==> src/rtl/pcm_pkg.sv <==
// Shared types and helpers for the gate pulse generator.
// Assumes: all counts are in clock cycles.
package pcm_pkg;

    // Reason the most recent pulse ended.
    typedef enum logic [1:0] {
        END_CTRL = 2'b00,
        END_OCL  = 2'b01,
        END_MAXD = 2'b10,
        END_INH  = 2'b11
    } end_cause_e;

    // Larger of two elaboration-time counts.
    function automatic int unsigned max_u(input int unsigned a, input int unsigned b);
        return (a > b) ? a : b;
    endfunction

endpackage

==> src/rtl/pcm_window.sv <==
// Captures the per-pulse limits when a pulse starts: the maximum-duty
// length from the period, and the comparator mask length from the mode.
// Assumes: load is high only in the cycle the pulse is started.
module pcm_window #(
    parameter int unsigned CNT_W           = 16,
    parameter int unsigned BLANK_CYC       = 30,
    parameter int unsigned MINON_GREEN_CYC = 110,
    parameter int unsigned MINON_CC_CYC    = 40,
    parameter int unsigned DUTY_NUM        = 3,
    parameter int unsigned DUTY_SHIFT      = 2
) (
    input  logic             clk,
    input  logic             rst_n,
    input  logic             load,
    input  logic [CNT_W-1:0] period_len,
    input  logic             green_mode,
    output logic [CNT_W-1:0] lim_q,
    output logic [CNT_W-1:0] mask_q
);
    import pcm_pkg::*;

    localparam int unsigned MASK_GREEN = max_u(BLANK_CYC, MINON_GREEN_CYC);
    localparam int unsigned MASK_CC    = max_u(BLANK_CYC, MINON_CC_CYC);
    localparam int unsigned PROD_W     = CNT_W + 8;

    logic [PROD_W-1:0] prod;

    // Duty product: shift-add for the 3/4 default, general multiply otherwise.
    generate
        if (DUTY_NUM == 3) begin : g_shift_add
            always_comb prod = ({8'd0, period_len} << 1) + {8'd0, period_len};
        end else begin : g_mult
            always_comb prod = {8'd0, period_len} * PROD_W'(DUTY_NUM);
        end
    endgenerate

    // Latch both limits at pulse start.
    always_ff @(posedge clk) begin
        if (!rst_n) begin
            lim_q  <= '0;
            mask_q <= CNT_W'(MASK_CC);
        end else if (load) begin
            lim_q  <= CNT_W'(prod >> DUTY_SHIFT);
            mask_q <= green_mode ? CNT_W'(MASK_GREEN) : CNT_W'(MASK_CC);
        end
    end

endmodule

==> src/rtl/pcm_on_timer.sv <==
// Counts the cycles the gate has been high and flags when the mask
// and the duty limit are reached by the cycle ending at the next edge.
// Assumes: clear is high in the start cycle; run is high while the gate is on.
module pcm_on_timer #(
    parameter int unsigned CNT_W = 16
) (
    input  logic             clk,
    input  logic             rst_n,
    input  logic             clear,
    input  logic             run,
    input  logic [CNT_W-1:0] mask_q,
    input  logic [CNT_W-1:0] lim_q,
    output logic             mask_met,
    output logic             lim_met
);
    logic [CNT_W-1:0] cnt_q;
    logic [CNT_W:0]   cnt_nxt;

    // Number of high cycles once the current cycle completes.
    always_comb cnt_nxt = {1'b0, cnt_q} + 1'b1;

    // Saturating on-time counter.
    always_ff @(posedge clk) begin
        if (!rst_n || clear) begin
            cnt_q <= '0;
        end else if (run && !cnt_nxt[CNT_W]) begin
            cnt_q <= cnt_nxt[CNT_W-1:0];
        end
    end

    // Threshold compares against the latched limits.
    always_comb begin
        mask_met = cnt_nxt >= {1'b0, mask_q};
        lim_met  = cnt_nxt >= {1'b0, lim_q};
    end

endmodule

==> src/rtl/pcm_gate_gen.sv <==
// Peak-current gate pulse generator: turns the gate on at each period
// strobe and off at the first qualified trip, current limit, duty
// limit or fault inhibit, and stores the cause of each turn-off.
// Assumes: comparator inputs are already synchronous to clk.
module pcm_gate_gen #(
    parameter int unsigned CNT_W           = 16,
    parameter int unsigned BLANK_CYC       = 30,
    parameter int unsigned MINON_GREEN_CYC = 110,
    parameter int unsigned MINON_CC_CYC    = 40
) (
    input  logic             clk,
    input  logic             rst_n,
    input  logic             cyc_start,
    input  logic [CNT_W-1:0] period_len,
    input  logic             ctrl_trip,
    input  logic             ocl_trip,
    input  logic             green_mode,
    input  logic             fault_inhibit,
    output logic             gate,
    output logic [1:0]       end_cause
);
    import pcm_pkg::*;

    logic             gate_q;
    end_cause_e       cause_q;
    logic             start_ok;
    logic [CNT_W-1:0] lim_q;
    logic [CNT_W-1:0] mask_q;
    logic             mask_met;
    logic             lim_met;

    // A new pulse starts only from the low state, with no inhibit.
    always_comb start_ok = cyc_start && !gate_q && !fault_inhibit;

    pcm_window #(
        .CNT_W          (CNT_W),
        .BLANK_CYC      (BLANK_CYC),
        .MINON_GREEN_CYC(MINON_GREEN_CYC),
        .MINON_CC_CYC   (MINON_CC_CYC),
        .DUTY_NUM       (3),
        .DUTY_SHIFT     (2)
    ) u_window (
        .clk       (clk),
        .rst_n     (rst_n),
        .load      (start_ok),
        .period_len(period_len),
        .green_mode(green_mode),
        .lim_q     (lim_q),
        .mask_q    (mask_q)
    );

    pcm_on_timer #(
        .CNT_W(CNT_W)
    ) u_timer (
        .clk     (clk),
        .rst_n   (rst_n),
        .clear   (start_ok),
        .run     (gate_q),
        .mask_q  (mask_q),
        .lim_q   (lim_q),
        .mask_met(mask_met),
        .lim_met (lim_met)
    );

    // Gate state and end cause, with priority inhibit > limit > control > duty.
    always_ff @(posedge clk) begin
        if (!rst_n) begin
            gate_q  <= 1'b0;
            cause_q <= END_INH;
        end else if (!gate_q) begin
            if (start_ok) begin
                gate_q <= 1'b1;
            end else if (cyc_start && fault_inhibit) begin
                cause_q <= END_INH;
            end
        end else if (fault_inhibit) begin
            gate_q  <= 1'b0;
            cause_q <= END_INH;
        end else if (ocl_trip && mask_met) begin
            gate_q  <= 1'b0;
            cause_q <= END_OCL;
        end else if (ctrl_trip && mask_met) begin
            gate_q  <= 1'b0;
            cause_q <= END_CTRL;
        end else if (lim_met) begin
            gate_q  <= 1'b0;
            cause_q <= END_MAXD;
        end
    end

    // Inhibit drops the gate in the same cycle.
    always_comb begin
        gate      = gate_q && !fault_inhibit;
        end_cause = cause_q;
    end

endmodule

==> config.mk <==
export PLATFORM = sky130hd
export DESIGN_NAME = pcm_gate_gen
export DESIGN_NICKNAME = d
export VERILOG_FILES = /design/src/rtl/pcm_pkg.sv /design/src/rtl/pcm_window.sv /design/src/rtl/pcm_on_timer.sv /design/src/rtl/pcm_gate_gen.sv
export SDC_FILE = /design/constraint.sdc
export NUM_CORES = 1
export LEC_CHECK = 0
export CAP_MARGIN = 40
export CELL_PAD_IN_SITES_DETAIL_PLACEMENT = 1
export CELL_PAD_IN_SITES_GLOBAL_PLACEMENT = 1
export CORE_UTILIZATION = 40
export CTS_CLUSTER_DIAMETER = 30
export DETAILED_ROUTE_END_ITERATION = 7
export GPL_ROUTABILITY_DRIVEN = 0
export PLACE_DENSITY = 0.79
export SYNTH_ARGS = -nofsm -noshare
export SYNTH_HDL_FRONTEND = slang
export SYNTH_SLANG_ARGS = --single-unit
==> constraint.sdc <==
create_clock -name clk -period 3.05 [get_ports clk]
set_clock_uncertainty 0.15 [all_clocks]
set_input_delay 0.305 -clock clk [delete_from_list [all_inputs] [get_ports clk]]
set_output_delay 0.305 -clock clk [all_outputs]
set_load 0.02 [all_outputs]
* Word-level counts from Yosys, hierarchy flattened
Cells that the tools add are included.
Word-level totals: input bits 23, output and inout bits 3, bits in read-only memories 0, register bits after elaboration 51, latch bits 0, memories 0, RAM bits 0
Cells by class: divide/modulo/power cells 0, bitwise logic cells 0, muxes and demuxes 14, reduce and logical (&&, ||, !) cells 14, add/subtract/negate cells 2, equality and inequality tests 2, multiply operators 0, order comparisons 2, shift-type cells 0
Operators with widths (number):
- $ge A17 B16 Y1 | 2
- $add A17 B16 Y18 | 1
- $add A16 B1 Y17 const B | 1
- $mux W2 | 7
- $logic_and A1 B1 Y1 | 7
- $mux W7 | 1
- $mux W1 | 6
- $ne A5 B2 Y1 const B | 1
- $logic_not A1 Y1 | 4
- $reduce_and A3 Y1 | 1
- $ne A2 B2 Y1 const B | 1
- $reduce_bool A2 Y1 | 1
- $logic_or A1 B1 Y1 | 1

* Depth between registers and ports, before layout
Gate-level depths: netlist of the first run.
depth in word-level cells 7, gate-level depth with buffers 14

* Modules after synthesis
From an unflattened synthesis of the first run, not the netlist that was laid out.
Unflattened totals: cell total of the unflattened synthesis 440, area total of the unflattened synthesis 3505.9 um^2
By module, submodules not included:
- pcm_on_timer | area an instance 1776.7 um^2, instances 1, cells each 231, sequential area each 320.3 um^2
- pcm_window | area an instance 1567.8 um^2, instances 1, cells each 192, sequential area each 340.3 um^2
- pcm_gate_gen | area an instance 161.4 um^2, instances 1, cells each 17, sequential area each 60.1 um^2

* Worst setup path before layout of the first run
Ideal clock, no wire load.
path kind flip-flop to flip-flop, start point register u_timer.cnt_q[0], end point register cause_q[0], in the netlist end_cause[0], cell stages (with the launch flop) 15, setup time 0.125 ns, setup slack -0.037 ns, data required time 2.775 ns, arrival 2.812 ns, path through dfxtp_1 ha_1 and3_1 clkbuf_1 nand3_1 xnor2_1 ha_1 and4_1 nand2_1 a21oi_1 o22ai_1 maj3_2 o211a_1 a21o_1 mux2i_1
Between the ends: word-level cells in the longest chain between the ends 7, elaborated cells on any way between the ends 11, classes of those cells add/sub: 1; order compare: 2; eq/ne: 1; mux: 4; reduce/logical: 3
RTL lines:
- start: declaration | RTL line pcm_on_timer.sv:16 | logic [CNT_W-1:0] cnt_q;
- start signal: assignment | RTL line pcm_on_timer.sv:27 | cnt_q <= cnt_nxt[CNT_W-1:0];
- $add A16 B1 Y17 (*) | RTL line pcm_on_timer.sv:20 | always_comb cnt_nxt = {1'b0, cnt_q} + 1'b1;
- via u_timer.cnt_nxt[6] | RTL line pcm_on_timer.sv:17 | logic [CNT_W:0] cnt_nxt;
- $ge A17 B16 Y1 | RTL line pcm_on_timer.sv:33 | mask_met = cnt_nxt >= {1'b0, mask_q};
- $logic_and A1 B1 Y1 | RTL line pcm_gate_gen.sv:82 | end else if (ctrl_trip && mask_met) begin
- $mux W2 | RTL line pcm_gate_gen.sv:82
- $mux W2 | RTL line pcm_gate_gen.sv:79 | end else if (ocl_trip && mask_met) begin
- $mux W2 | RTL line pcm_gate_gen.sv:76 | end else if (fault_inhibit) begin
- $mux W2 | RTL line pcm_gate_gen.sv:70 | end else if (!gate_q) begin
- end signal: assignment | RTL line pcm_gate_gen.sv:78 | cause_q <= END_INH;
- end signal: assignment | RTL line pcm_gate_gen.sv:81 | cause_q <= END_OCL;
- end signal: assignment | RTL line pcm_gate_gen.sv:84 | cause_q <= END_CTRL;
- end: declaration | RTL line pcm_gate_gen.sv:25 | end_cause_e cause_q;
The timed path passes the listed nets; every way through them passes the cells marked *. A chain may end at the register's enable or synchronous reset.

* Final worst setup path of the first run
start point register u_timer.cnt_q[1], end point register cause_q[1], in the netlist end_cause[1]
The elaborated chain is that of the path after synthesis.

==> run_results.csv, run 1 <==
group,metric,value,unit
pwr,intPower,882,µW
global_route,antenna_found_initial,0,
setup_path,critPathKind,"register to register",
global_route,grt_pass1_vias,2769,
synth,syn_area,3020,µm²
synth,synthCells,379,
clock_network,h-tree-depth,2,
clock_network,cts_root_buf,"clkbuf_8",
cells_and_area,final_common_cell,"nand2_1",
clock_network,cts_sinks,36,
floorplan,die_w,88.8,µm
global_route,grt_pass1_wl,13100,µm
detailed_routing,vias_per_cell,5.26,
clock_network,cts_tree,"built",
detailed_routing,wl_per_cell,15.0,µm
timing,holdWs,305,ps
placement,port_buffers,25,
synth,synthTopCellsByArea,"dfxtp_1, ha_1, nand2_1",
placement,place_inst,512,
detailed_routing,drt_iter0_markers,69,
floorplan,placementRows,31,
floorplan,die_y,88.8,µm
synth,synth.distinct_cells,58,
pwr,p_sw_share,29.3,%
timing,tightestPinTransition,596,ps
synth,synth.avg_cell_area,7.96,µm²
setup_path,required,3120,ps
global_route,met3_usage,2.05,%
detailed_routing,drt_wl_total,7850,µm
pwr,p_total,1.25,mW
floorplan,die_area,7890,µm²
setup_path,crit_path_start_kind,"register",
floorplan,initial_utilization,41.6,%
synth,synthArstFlopShare,0,%
detailed_routing,drc,0,
synth,syn_nets,438,
cells_and_area,fin_cells,525,
detailed_routing,firstDrtPassIters,4,
pwr,clock_power_share,34.6,%
cells_and_area,final_cell_mix,"nand2_1, ha_1, buf_4, dfxtp_1, nor2_1",
run_status,violations,"setup timing",
timing,slew_headroom,60.2,%
setup_path,cp.arrival,3150,ps
global_route,overflow,0,
global_route,grtUsageMet2,38.3,%
synth,yosysWarningCount,0,
setup_path,cp-end-kind,"register",
timing,fin_crit,3080,ps
run_status,status,"finished with violations",
setup_path,worstPathMaxFanout,5,
detailed_routing,ant_nets,0,
clock_network,path_clk_slew,80,ps
timing,timing.final.crit_share,101,%
clock_network,clk_latency,300,ps
cells_and_area,drive_gt1_share,15.7,%
detailed_routing,num_vias,2762,
pwr,p_comb_share,25.6,%
cells_and_area,final_core_util,51.4,%
timing,final_max_slew_viol_count,0,
pwr,power.density,335,nW/µm²
pwr,p_leak,1.60,nW
placement,place_hpwl,5960,µm
worst_hold_path,holdCritPathClass,"register to register",
timing,fmax,324,MHz
clock_network,clockBufferDepth,2,
synth,synth_top_cell_by_area,"dfxtp_1",
synth,synthFlopType,"dfxtp_1",
timing,final_hold_viol_count,0,
pwr,seqPwrFrac,39.7,%
synth,synth.top_cell.area_share,23.9,%
floorplan,boundaryPins,26,
timing,fin_ws,-34.4,ps
synth,synth-seq-cells,36,
floorplan,core,7250,µm²
timing,finalSetupViolations,2,
global_route,grt.total_usage,21.3,%
cells_and_area,area_growth_syn_to_layout,23.6,%
synth,synth-edff-count,0,
cells_and_area,num_antenna_cells,0,
pwr,power.switching,366,µW
clock_network,hold_buffers,0,
global_route,busiest_layer,"met2",
clock_network,cts_buffers,5,
cells_and_area,final_nets,484,
global_route,grt_max_degree,19,
timing,grt_setup_unrepaired,"true",
flow_run,drv_cap,0,
synth,seq_area_frac_synth,23.9,%
timing,setup_tns,-34.7,ps
global_route,met1_usage,27.0,%
pwr,ir_drop,0.174,mV
==> final timing paths <==
check	slack, ps	endpoint	cells after the start	startpoint
max	-30	end_cause[1]	14	u_timer.cnt_q[1]
min	310	u_window.lim_q[4]	2	u_window.lim_q[4]
max reg2reg	-30	end_cause[1]	14	u_timer.cnt_q[1]
min reg2reg	310	u_window.lim_q[4]	2	u_window.lim_q[4]
==> synthesized netlist by cell type, types with 2 or more instances <==
library cell  count
a22o_1            2
nor2_1           27
and3_1            3
o21ai_0           9
and2_1            4
ha_1             35
inv_1            25
a21oi_1          26
buf_4             2
clkbuf_1          9
o22ai_1           4
o211ai_1          2
and4_1            3
nand2b_1          7
o21a_1            4
mux2i_1           4
nor3_2            2
o211a_1           2
buf_2             4
nand4_1           6
or3_1             4
o31ai_1           2
nand2_1          49
a31oi_1           9
xor2_1           20
nor3_1            7
nand3b_1          2
a21o_1            2
nor2b_1           5
xnor2_1          19
a211oi_1          2
dfxtp_1          36
nand3_1          17
==> registers in the layout, indices dropped and copies added, names as in the netlist <==
register	flops
u_window.lim_q	16
end_cause	2
u_window.mask_q	1
gate_q	1
u_timer.cnt_q	16
==> logic make-up after synthesis <==
logic type	synth area share (%)
XOR/XNOR	11.9
multiplexers	1.83
flip-flops	23.9
AND/OR/NAND/NOR	25.1
buffers and inverters	5.52
adder cells (fa/ha/maj)	15.6
AO/OA/AOI/OAI	16.2
==> power by group through the flow <==
stage / combinational, mW / clock (mW) / sequential, mW
global placement: 0.298 / 0 / 0.509
finish: 0.320 / 0.432 / 0.496
global route: 0.359 / 0.455 / 0.499
floorplan: 0.205 / 0 / 0.507
CTS: 0.312 / 0.439 / 0.498
detailed placement: 0.309 / 0 / 0.510
==> final cells by class <==
type | count | area [µm²]
clock buffer | 5 | 68.8
clock inverter | 3 | 42.5
fill | 894 | 3530
inverter | 26 | 97.6
multi-input combinational | 302 | 2180
sequential | 36 | 741
tap | 99 | 124
timing repair buffer | 54 | 468
==> through the flow <==
step	worst slack, ps	cell area (µm²)
4_1_cts	-23.1	3680
5_1_grt	-217	3730
2_1_floorplan	40.5	3020
3_5_place_dp	-96.4	3500
6_report	-34.4	3730
3_3_place_gp	62.7	3500
==> per-layer routing <==
metal / up-vias / wire (µm)
met5: - / 0
met4: 0 / 137
met3: 13 / 132
met2: 32 / 3940
met1: 1304 / 3650
li1: 1413 / -
==> what timing repair did <==
action,4_1_cts,5_1_grt
endpoints found under the setup margin,3,3
gates resized for setup,13,8
pin swaps,5,5
setup buffers,2,3
==> critical path, stage by stage (launching register included) <==
cell      delay (ps)
dfxtp_4          380
nand4_1          190
buf_4            210
nor2_2           130
xor2_1           240
ha_1             180
and4_4           240
nand2_1           60
o211ai_1         110
o22ai_1          110
maj3_2           310
o211a_1          220
a21o_1           190
buf_4            130
a31oi_1          150
Power figures use the tool's default switching activity.
==> run 2: changes to the inputs <==
--- a/config.mk
+++ b/config.mk
@@ -8,11 +8,12 @@
 export CAP_MARGIN = 40
 export CELL_PAD_IN_SITES_DETAIL_PLACEMENT = 1
 export CELL_PAD_IN_SITES_GLOBAL_PLACEMENT = 1
-export CORE_UTILIZATION = 40
+export CORE_UTILIZATION = 41
 export CTS_CLUSTER_DIAMETER = 30
 export DETAILED_ROUTE_END_ITERATION = 7
 export GPL_ROUTABILITY_DRIVEN = 0
 export PLACE_DENSITY = 0.79
 export SYNTH_ARGS = -nofsm -noshare
 export SYNTH_HDL_FRONTEND = slang
+export SYNTH_HIERARCHICAL = 1
 export SYNTH_SLANG_ARGS = --single-unit
==> run_results.csv, run 2 <==
group,metric,value,unit
run_status,status,"finished with violations",
run_status,violations,"setup timing",
synth,synthFlopType,"dfxtp_1",
floorplan,initial_utilization,42.5,%
synth,synthMuxAreaShare,1.46,%
synth,synth_top_family_by_area,"compound AO/OA/AOI/OAI gates",
pwr,ir_drop,0.161,mV
clock_network,clk_latency,290,ps
detailed_routing,wl_per_cell,16.4,µm
synth,synth-seq-cells,36,
synth,synthCells,440,
clock_network,cts_buffers,5,
global_route,antenna_found_initial,0,
floorplan,core,8260,µm²
synth,syn_area,3510,µm²
setup_path,cp.arrival,3400,ps
floorplan,boundaryPins,26,
timing,finalSetupViolations,3,
pwr,p_leak,1.82,nW
synth,synth_top_cell_by_area,"dfxtp_1",
clock_network,cts_root_buf,"clkbuf_8",
detailed_routing,drc,0,
clock_network,cts_tree,"built",
setup_path,cp-end-kind,"register",
clock_network,cts_sinks,36,
cells_and_area,final_common_cell,"buf_4",
synth,seq_area_frac_synth,20.6,%
setup_path,critPathKind,"register to register",
clock_network,h-tree-depth,2,
timing,final_hold_viol_count,0,
global_route,grt_pass1_wl,16400,µm
cells_and_area,fill_cells,1014,
cells_and_area,area_growth_syn_to_layout,26.2,%
clock_network,clockBufferDepth,2,
timing,timing.final.crit_share,110,%
setup_path,required,3080,ps
synth,synthSimpleGateAreaFrac,22.6,%
synth,synth-edff-count,0,
synth,synth.distinct_cells,62,
setup_path,worstPathMaxFanout,3,
synth,synth_compound_area_share,23.3,%
synth,synthTopCellsByCount,"ha_1, inv_1, dfxtp_1",
global_route,grt_pass1_vias,3605,
global_route,overflow,0,
timing,grt_setup_unrepaired,"true",
detailed_routing,num_vias,3415,
setup_path,crit_path_start_kind,"register",
cells_and_area,final_nets,575,
worst_hold_path,holdCritPathClass,"register to register",
flow_run,drv_cap,0,
placement,port_buffers,25,
global_route,grt_max_degree,31,
global_route,grt.total_usage,23.0,%
floorplan,placementRows,33,
floorplan,die_area,8920,µm²
detailed_routing,ant_nets,0,
clock_network,path_clk_slew,70,ps
pwr,power.density,274,nW/µm²
cells_and_area,drive_gt1_share,20.1,%
pwr,p_total,1.21,mW
floorplan,die_w,94.5,µm
detailed_routing,drt_wl_total,9950,µm
floorplan,die_y,94.5,µm
synth,synthTopCellsByArea,"dfxtp_1, ha_1, a21oi_1",
detailed_routing,firstDrtPassIters,4,
synth,synthArstFlopShare,0,%
timing,fin_ws,-313,ps
synth,synth.most_common_cell,"ha_1",
cells_and_area,num_antenna_cells,0,
placement,pre_cts_ws,-426,ps
cells_and_area,final_cell_mix,"buf_4, ha_1, inv_1, a21oi_1",
synth,yosysWarningCount,6,
synth,synth.avg_cell_area,7.97,µm²
placement,place_hpwl,7570,µm
detailed_routing,drt_iter0_markers,88,
synth,synth-xor-area-share,4.75,%
timing,final_max_slew_viol_count,0,
timing,fin_crit,3360,ps
timing,fmax,297,MHz
synth,synth.top_cell.area_share,20.6,%
clock_network,hold_buffers,0,
synth,synth_fa_ha_area_share,18.1,%
detailed_routing,vias_per_cell,5.62,
-- run 2: changes by cell type after synthesis, sizes merged, moves of 9 or more --
| cell | delta |
|---|---|
| ha | +14 |
| nand2 | -23 |
| xnor2 | -9 |
| nor2 | -12 |
| a21oi | +9 |
| xor2 | -12 |
| buf | +13 |
| inv | +13 |
| o21ai | +17 |
-- run 2: per-layer routing --
layer / track usage (%) / share of wire (%) / vias to the layer above
li1: - / - / 1699
met1: 25.9 / 43 / 1667
met5: 0 / 0 / -
met4: 7.20 / 1.5 / 0
met3: 2.17 / 1.4 / 10
met2: 44.9 / 55 / 39
-- run 2: cell type report --
type,instances,area [µm²],area share (%)
sequential,36,749,16.9
clock buffer,8,90.1,2.04
tap,105,131,2.97
multi-input combinational,348,2700,61.0
inverter,38,143,3.22
timing repair buffer,73,614,13.9
-- run 2: timing repair --
action                     4_1_cts  5_1_grt
gates resized for setup         18        8
setup buffers                    7        3
hold endpoints to repair         0        0
pin swaps                        8       15
setup endpoints to repair        3        3
-- run 2: kinds of logic after synthesis --
| kind of cell | after synthesis |
|---|---|
| flops | 36 |
| buf+inv | 67 |
| xor+xnor | 19 |
| fa+ha+maj | 50 |
| simple gates | 139 |
| compound gates | 122 |
| mux | 5 |
| other cells | 2 |
-- run 2: critical path, stage by stage (launching register included) --
cell and delay [ps]:
dfxtp_4 360, nand4_4 100, or4_4 590, nor2_4 170
xor2_4 220, ha_4 250, nand3_1 130, a21boi_1 130
o31ai_2 240, o311ai_2 180, o21a_1 170, o31ai_4 250
mux2_4 320
-- run 2: power by group --
group | switching (mW) | internal (mW) | total (mW)
sequential | 0.0132 | 0.484 | 0.497
clock | 0.175 | 0.184 | 0.359
combinational | 0.194 | 0.161 | 0.355
total | 0.382 | 0.829 | 1.21
-- run 2: through the flow --
step,instance area [µm²],hold WS [ps],utilization [%],std cells,TNS (ps)
floorplan,3610,272,-,451,-181
global placement,4100,303,49.7,591,-454
detailed placement,4100,316,49.7,591,-792
CTS,4340,333,52.5,605,-419
global route,4430,358,53.6,608,-954
finish,4430,326,53.6,608,-619
-- run 2: final timing paths --
kind,start,to,slack (ps),cells after the start
max,u_timer/cnt_q[2],end_cause[0],-310,12
max reg2reg,u_timer/cnt_q[2],end_cause[0],-310,12
min,u_window/lim_q[8],u_window/lim_q[8],330,1
min reg2reg,u_window/lim_q[8],u_window/lim_q[8],330,1
==> run 3: changes to the inputs <==
--- a/config.mk
+++ b/config.mk
@@ -6,7 +6,7 @@
 export NUM_CORES = 1
 export LEC_CHECK = 0
 export CAP_MARGIN = 40
-export CELL_PAD_IN_SITES_DETAIL_PLACEMENT = 1
+export CELL_PAD_IN_SITES_DETAIL_PLACEMENT = 0
 export CELL_PAD_IN_SITES_GLOBAL_PLACEMENT = 1
 export CORE_UTILIZATION = 41
 export CTS_CLUSTER_DIAMETER = 30
==> run_results.csv, run 3 (synthesized netlist as in run 2, its figures left out) <==
group,metric,value,unit
timing,timing.final.crit_share,105,%
cells_and_area,area_growth_syn_to_layout,25.8,%
clock_network,clk_latency,290,ps
global_route,grtUsageMet2,34.0,%
timing,fin_crit,3190,ps
worst_hold_path,holdPathStages,2,
setup_path,critPathKind,"register to register",
detailed_routing,drt_iter0_markers,83,
setup_path,cp-end-kind,"register",
clock_network,cts_root_buf,"clkbuf_8",
global_route,antenna_found_initial,0,
cells_and_area,num_antenna_cells,0,
floorplan,placementRows,33,
floorplan,initial_utilization,42.5,%
detailed_routing,wl_per_cell,13.1,µm
setup_path,r2r_cells,11,
placement,pre_cts_ws,-347,ps
floorplan,die_w,94.5,µm
clock_network,cts_sinks,36,
global_route,overflow,0,
pwr,p_leak,1.84,nW
setup_path,required,3080,ps
setup_path,setup.worst_path.start,"u_timer/cnt_q[1]",
detailed_routing,num_vias,3261,
clock_network,cts_tree,"built",
flow_run,drv_cap,0,
cells_and_area,final_nets,572,
floorplan,die_y,94.5,µm
setup_path,crit_path_start_kind,"register",
run_status,violations,"setup timing",
cells_and_area,drive_gt1_share,20.0,%
placement,place_area,4100,µm²
pwr,power.density,286,nW/µm²
cells_and_area,fin_area,4410,µm²
global_route,met3_usage,2.58,%
global_route,grt_max_degree,31,
clock_network,clockBufferDepth,2,
run_status,status,"finished with violations",
timing,fin_ws,-138,ps
clock_network,cts_buffers,5,
timing,final_max_slew_viol_count,0,
cells_and_area,fin_cells,605,
timing,grt_setup_unrepaired,"true",
floorplan,boundaryPins,26,
placement,port_buffers,25,
floorplan,core,8260,µm²
setup_path,reg2reg_from,"u_timer/cnt_q[1]",
global_route,busiest_layer,"met2",
detailed_routing,vias_per_cell,5.39,
timing,final_hold_viol_count,0,
global_route,grt_pass1_vias,3070,
setup_path,cp.arrival,3220,ps
clock_network,path_clk_slew,70,ps
pwr,p_total,1.26,mW
clock_network,h-tree-depth,2,
placement,place_inst,591,
detailed_routing,firstDrtPassIters,4,
floorplan,die_area,8920,µm²
pwr,ir_drop,0.153,mV
cells_and_area,final_core_util,53.4,%
detailed_routing,ant_nets,0,
detailed_routing,drc,0,
global_route,grt.total_usage,19.1,%
timing,finalSetupViolations,2,
setup_path,worstPathMaxFanout,4,
cells_and_area,final_cell_mix,"ha_1, buf_4, inv_1, a21oi_1",
global_route,grt_pass1_wl,13800,µm
detailed_routing,drt_wl_total,7920,µm
cells_and_area,final_common_cell,"ha_1",
clock_network,hold_buffers,0,
timing,fmax,314,MHz
global_route,met1_usage,24.0,%
setup_path,r2r_slack,-140,ps
placement,place_hpwl,6250,µm
worst_hold_path,holdCritPathClass,"register to register",
worst_hold_path,hold_start,"u_window/lim_q[9]",
-- run 3: cell types whose count changed in the layout (fill, tap and decap cells not counted), sizes merged --
cell	before	now
buf	48	45
-- run 3: worst paths after layout --
path / to
worst max-delay path: end_cause[0]
worst min-delay path: u_window/lim_q[9]
worst max register to register: end_cause[0]
worst min register to register: u_window/lim_q[9]
-- run 3: stage by stage --
step	setup TNS [ps]	hold slack, ps
2_1_floorplan	-181	272
3_3_place_gp	-454	303
3_5_place_dp	-570	309
4_1_cts	-255	327
5_1_grt	-666	345
6_report	-216	326
-- run 3: where the power goes --
| group | switching, mW | total [mW] | internal (mW) |
|---|---|---|---|
| Sequential | 0.0124 | 0.496 | 0.484 |
| Clock | 0.171 | 0.426 | 0.255 |
| Combinational | 0.180 | 0.338 | 0.158 |
-- run 3: per-layer routing --
| layer | part of all wire [%] | routed length, µm | up-vias |
|---|---|---|---|
| met1 | 47 | 3740 | 1491 |
| met5 | 0 | 0 | - |
| met4 | 1.1 | 91 | 0 |
| met3 | 2.5 | 199 | 8 |
| met2 | 49 | 3890 | 51 |
| li1 | - | - | 1711 |
-- run 3: timing repair --
action                                  in CTS  in global routing
endpoints found under the setup margin       3                  3
resized for setup                           18                  8
setup buffers                                5                  1
pin swaps                                   11                  8
-- run 3: cell type report --
type / instances / area (µm²)
multi-input combinational: 348 / 2680
inverter: 38 / 143
timing repair buffer: 70 / 588
fill: 808 / 3850
tap: 105 / 131
clock buffer: 8 / 121
sequential: 36 / 747
-- run 3: critical path, cell delays in order (launching register included) --
cell and delay (ps):
dfxtp_4 380, nand2_4 60, or4_4 560, nor2_4 170, xor2_4 200, ha_1 300
a21oi_2 140, a21boi_1 90, o31ai_2 280, o311ai_2 190, o31ai_4 220, mux2_2 360
